<file path="src/rtl/tdl_pkg.sv">
package tdl_pkg;
  // Number of register stages held by chain number idx (binary weighted).
  function automatic int unsigned seg_len(int unsigned idx);
    return 32'd1 << idx;
  endfunction
endpackage

</file>
<file path="src/rtl/tdl_segment.sv">
module tdl_segment #(
  parameter int WIDTH = 8,
  parameter int LEN   = 1
) (
  input  logic             clk,
  input  logic             rst,
  input  logic             vin,
  input  logic [WIDTH-1:0] din,
  output logic             vout,
  output logic [WIDTH-1:0] dout
);
  localparam int SW = WIDTH + 1;

  logic [SW-1:0] stage [LEN];

  always_ff @(posedge clk) begin
    if (rst) begin
      for (int k = 0; k < LEN; k++) stage[k] <= '0;
    end else begin
      stage[0] <= {vin, din};
      for (int k = 1; k < LEN; k++) stage[k] <= stage[k-1];
    end
  end

  assign {vout, dout} = stage[LEN-1];


  seg_clear_chk: assert property (@(posedge clk) rst |=> (!vout && dout == '0));

  generate
    if (LEN == 1) begin : g_single

      single_stage_chk: assert property (@(posedge clk) disable iff (rst)
        !rst |=> ({vout, dout} == $past({vin, din})));
    end
  endgenerate
endmodule

</file>
<file path="src/rtl/tdl_bypass.sv">
module tdl_bypass #(
  parameter int WIDTH = 8
) (
  input  logic             take_seg,
  input  logic             skip_v,
  input  logic [WIDTH-1:0] skip_d,
  input  logic             seg_v,
  input  logic [WIDTH-1:0] seg_d,
  output logic             sel_v,
  output logic [WIDTH-1:0] sel_d
);
  always_comb begin
    if (take_seg) begin
      sel_v = seg_v;
      sel_d = seg_d;
    end else begin
      sel_v = skip_v;
      sel_d = skip_d;
    end
  end
endmodule

</file>
<file path="src/rtl/prog_delay_line.sv">
module prog_delay_line #(
  parameter int WIDTH   = 8,
  parameter int NUM_SEG = 6
) (
  input  logic               clk,
  input  logic               rst,
  input  logic [NUM_SEG-1:0] delay_sel,
  input  logic               in_valid,
  input  logic [WIDTH-1:0]   in_data,
  output logic               out_valid,
  output logic [WIDTH-1:0]   out_data
);
  localparam logic [NUM_SEG-1:0] ZERO_TAP = '0;
  localparam logic [NUM_SEG-1:0] ONE_TAP  = NUM_SEG'(1);

  // link[NUM_SEG] is the block input; link[0] feeds the output.
  logic [WIDTH-1:0] link_d [NUM_SEG+1];
  logic             link_v [NUM_SEG+1];

  assign link_d[NUM_SEG] = in_data;
  assign link_v[NUM_SEG] = in_valid;

  generate
    for (genvar g = NUM_SEG - 1; g >= 0; g--) begin : g_seg
      localparam int LEN = int'(tdl_pkg::seg_len(g));
      logic             s_v;
      logic [WIDTH-1:0] s_d;

      tdl_segment #(.WIDTH(WIDTH), .LEN(LEN)) seg_i (
        .clk  (clk),
        .rst  (rst),
        .vin  (link_v[g+1]),
        .din  (link_d[g+1]),
        .vout (s_v),
        .dout (s_d)
      );

      tdl_bypass #(.WIDTH(WIDTH)) mux_i (
        .take_seg (delay_sel[g]),
        .skip_v   (link_v[g+1]),
        .skip_d   (link_d[g+1]),
        .seg_v    (s_v),
        .seg_d    (s_d),
        .sel_v    (link_v[g]),
        .sel_d    (link_d[g])
      );
    end
  endgenerate

  assign out_valid = link_v[0];
  assign out_data  = link_d[0];


  always_comb begin
    if (delay_sel == ZERO_TAP) begin
      zero_delay_chk: assert (out_valid == in_valid && out_data == in_data);
    end
  end


  one_delay_chk: assert property (@(posedge clk) disable iff (rst)
    (delay_sel == ONE_TAP && $past(delay_sel) == ONE_TAP && !$past(rst))
      |-> ({out_valid, out_data} == $past({in_valid, in_data})));


  valid_gap_chk: assert property (@(posedge clk) disable iff (rst)
    (delay_sel == ZERO_TAP && !in_valid) |-> !out_valid);
endmodule

</file>
<file path="config.mk">
export PLATFORM = sky130hd
export DESIGN_NAME = prog_delay_line
export DESIGN_NICKNAME = d
export VERILOG_FILES = /design/src/rtl/tdl_pkg.sv /design/src/rtl/tdl_segment.sv /design/src/rtl/tdl_bypass.sv /design/src/rtl/prog_delay_line.sv
export SDC_FILE = /design/constraint.sdc
export NUM_CORES = 1
export LEC_CHECK = 0
export ABC_AREA = 1
export BUFFER_PORTS_ARGS = -buffer_cell sky130_fd_sc_hd__buf_2
export CORE_ASPECT_RATIO = 0.6
export CORE_MARGIN = 4
export CORE_UTILIZATION = 65
export DETAILED_ROUTE_END_ITERATION = 10
export PLACE_DENSITY = 0.82
export RECOVER_POWER = 100
export SLEW_MARGIN = 20
export SYNTH_ARGS = -nofsm -noshare
export SYNTH_HDL_FRONTEND = slang
export SYNTH_SLANG_ARGS = --single-unit
export TNS_END_PERCENT = 10
</file>
<file path="constraint.sdc">
create_clock -name clk -period 2.45 [get_ports clk]
set_input_delay 0.49 -clock clk [delete_from_list [all_inputs] [get_ports clk]]
set_output_delay 0.49 -clock clk [all_outputs]
set_load 0.02 [all_outputs]
</file>
==> flow_metrics.env <==
export IMPL_path_buf_inv=2
export IMPL_slowest_stage="dfxtp_1"
export IMPL_clkLatencyLatePin_ps=550
export IMPL_fmax_ghz=0.435
export IMPL_critPathMaxFanout=2
export IMPL_p_int_w=0.0140
export IMPL_synth_seq_cells=567
export IMPL_htreeDepth=2
export IMPL_p_seq_share_pct=53.4
export IMPL_hp_class="in -> reg"
export IMPL_ys_warn_count=0
export IMPL_hp_start="in_data[1]"
export IMPL_grt_pass1_vias=9411
export IMPL_crit_top_cell="nand3_2"
export IMPL_fin_ws_ps=152
export IMPL_reg_largest_list="g_seg.seg_i.stage (567)"
export IMPL_antenna_found_initial=1
export IMPL_drt_total_wl_um=24900
export IMPL_rsz0062_at_grt="false"
export IMPL_clk_pin_slew_ps=70
export IMPL_p_total_w=0.0175
export IMPL_grt_max_degree=101
export IMPL_dpl_cell_count=2180
export IMPL_startpoint_type="flip-flop"
export IMPL_power_leakage_nw=7.55
export IMPL_cpLargestDelayFamily="simple AND/OR/NAND/NOR gates"
export IMPL_drive_above_1_share_pct=8.76
export IMPL_hold_viol=0
export IMPL_drc=0
export IMPL_cts_root_buf="clkbuf_16"
export IMPL_seq_area_frac_synth_pct=67.7
export IMPL_drt_iter0_drc=628
export IMPL_worstSetupEndpointType="output pin"
export IMPL_cts_num_sinks=567
export IMPL_period_minus_slack_ps=2300
export IMPL_final_area_mm2=0.0186
export IMPL_yosys_cell_types_count=22
export IMPL_grt_pass1_wl_um=42400
export IMPL_coreArea_mm2=0.0253
export IMPL_place_ws_ps=300
export IMPL_dp_hpwl_um=14000
export IMPL_regMostFlops="g_seg.seg_i.stage"
export IMPL_gr_total_overflow=0
export IMPL_cts_tree="done"
export IMPL_grtUsageTotal_pct=17.8
export IMPL_cts_buffers=45
export IMPL_timing_rr_end="g_seg[0].seg_i.stage[0][5]"
export IMPL_clkPwrFrac_pct=44.2
export IMPL_max_slew_margin_pct=12.8
export IMPL_tns_ps=0
export IMPL_worst_pin_slew_ps=1310
export IMPL_crit_reg2reg_launch="g_seg[5].seg_i.stage[1][140]"
export IMPL_cellPowerDensity_mw_per_mm2=938
export IMPL_viasPerCell=4.32
export IMPL_nNetsFinal=1915
export IMPL_synth_top_area_share_pct=67.7
export IMPL_ant_nets=0
export IMPL_gp_congestion=0.807
export IMPL_criticalPathCategory="reg -> out"
export IMPL_syn_nets=1901
export IMPL_io_pins=26
export IMPL_r2r_cells=8
export IMPL_dr_total_vias=9774
export IMPL_fp_dieArea_mm2=0.0285
export IMPL_maxCapViolations=0
export IMPL_fin_crit_sh_pct=93.8
export IMPL_clockBufferDepth=3
export IMPL_setup_viol=0
export IMPL_swShare_pct=19.8
export IMPL_slew_violations=0
export IMPL_holdBufCountCts=0
export IMPL_critPathArrivalTime_ps=1810
export IMPL_cp_slowest_stage_delay_ps=330
export IMPL_synthTopCellsByArea="dfxtp_1, nor2_1, inv_1"
export IMPL_crit_required_ps=1960
export IMPL_stdcell_count=2260
export IMPL_initial_utilization_pct=66.2
export IMPL_rrSetupSlack_ps=1220
export IMPL_peakVddDrop_uv=760
export IMPL_die_w_um=215
export IMPL_synthesis_area_mm2=0.0168
export IMPL_post_dp_cell_area_mm2=0.0171
export IMPL_avgSynthCellArea_um2=8.90
export IMPL_avgRoutedWirePerCell_um=11.0
export IMPL_postCtsSetupRepairBufs=0
export IMPL_multi_input_area_mm2=0.00300
export IMPL_holdPathEnd="g_seg[5].seg_i.stage[0][1]"
export IMPL_worstPathCellList="inv_1 -> nand2_1 -> nand3_2 -> nand3_1 -> nand3_2 -> nand3_2 -> nand3_1 -> nand2_1 -> buf_2"
export IMPL_die_h_um=132
export IMPL_num_rows=45
export IMPL_skew_ps=16.3
export IMPL_synth_area_leader_cell="dfxtp_1"
export IMPL_drtPass1Iterations=5
export IMPL_synthCells=1884
export IMPL_status="finished clean"
export IMPL_fillCellCount=1693
export IMPL_min_delay_path_depth=3
export IMPL_largest_reg_flops=567
export IMPL_port_buffer_count=25
export IMPL_syn2layout_area_growth_pct=11.1
export IMPL_switching_power_w=0.00347
export IMPL_final_seq_area_mm2=0.0114
export IMPL_p_comb_share_pct=2.5
==> metal layers <==
layer	wire length, um	GRT usage (%)	share of wire [%]	up-vias
li1	-	-	-	5197
met1	11700	23.9	47	4380
met2	11400	29.5	46	161
met3	1450	4.15	5.8	34
met4	339	4.50	1.4	2
met5	13	0	0.052	-
==> layout by cell type, fill, tap and decap left out <==
master        n
clkbuf_16    47
inv_6         2
buf_12        2
or2_4         1
nand3_4       1
clkbuf_1     10
inv_1       532
nand2_2       7
clkbuf_8      8
inv_8         1
a21oi_1      18
buf_4         1
nand3_2      31
nand2_4       3
clkinvlp_4    1
nand3_1      13
dfxtp_1     567
clkbuf_2      5
clkinv_2      6
nor2_1      549
clkinv_1      1
nand2_1      71
or2_2        17
clkbuf_4      2
bufinv_8      1
inv_2         1
bufinv_16     8
diode_2       1
buf_2        23
clkinv_4      1
==> logic make-up after synthesis <==
| family | synth area share [%] |
|---|---|
| flip-flops | 67.7 |
| AND/OR/NAND/NOR | 17.4 |
| buffers and inverters | 14.4 |
| AO/OA/AOI/OAI | 0.537 |
==> synth_stat cells <==
master / instances
dfxtp_1: 567
buf_4: 2
nand3_2: 36
nand2_4: 3
buf_6: 2
nand3_1: 9
inv_2: 1
clkinv_1: 1
buf_2: 60
or2_4: 1
or2_2: 17
clkbuf_1: 3
inv_6: 1
inv_1: 532
nand2_1: 72
clkbuf_8: 1
nor2_1: 549
clkbuf_2: 1
nand2_2: 6
bufinv_8: 1
inv_8: 1
a21oi_1: 18
==> worst reg2reg max path, cell delays in order, from the launching register on <==
cell and delay (ps):
dfxtp_1 300, inv_1 60, nand2_1 80, nand3_2 120
nand3_2 100, nand3_1 170, nand3_2 110, nand2_1 100
nor2_1 50
==> layout make-up <==
cell class,instances,area share [%]
flip-flops and latches,567,60.9
multi-input cells,711,16.1
inverters,537,11.0
clock buffers,62,7.04
well taps,329,2.21
clock inverters,17,1.58
repair buffers,36,1.15
diodes,1,0.0134
==> timing repair <==
action | 4_1_cts | 5_1_grt
gates resized for setup | 0 | 2
setup endpoints to repair | 0 | 1
hold endpoints to repair | 0 | 0
==> through the flow <==
stage	util (%)	hold WS [ps]
after floorplan	-	388
after global placement	67.5	388
after detailed placement	67.5	392
after CTS	73.9	187
after global routing	73.5	216
final	73.5	213
==> power by group through the flow <==
stage | logic [W] | registers [W] | clock network [W]
3_3_place_gp | 0.000431 | 0.00954 | 0
2_1_floorplan | 0.000346 | 0.00953 | 0
5_1_grt | 0.000486 | 0.00933 | 0.00824
4_1_cts | 0.000449 | 0.00933 | 0.00786
6_report | 0.000431 | 0.00933 | 0.00772
3_5_place_dp | 0.000441 | 0.00954 | 0
==> how the worst max path moves through the flow <==
stage | start | to | slack, ps | depth (start not counted)
floorplan | delay_sel[4] | out_data[0] | 710 | 8
global placement | delay_sel[3] | out_data[4] | 350 | 8
detailed placement | delay_sel[5] | out_data[0] | 300 | 10
CTS | g_seg[5].seg_i.stage[1][136] | out_data[1] | 160 | 9
global route | g_seg[5].seg_i.stage[1][142] | out_data[7] | 20 | 9
finish | g_seg[5].seg_i.stage[1][143] | out_valid | 150 | 9
(Power assumes the default switching activity.)
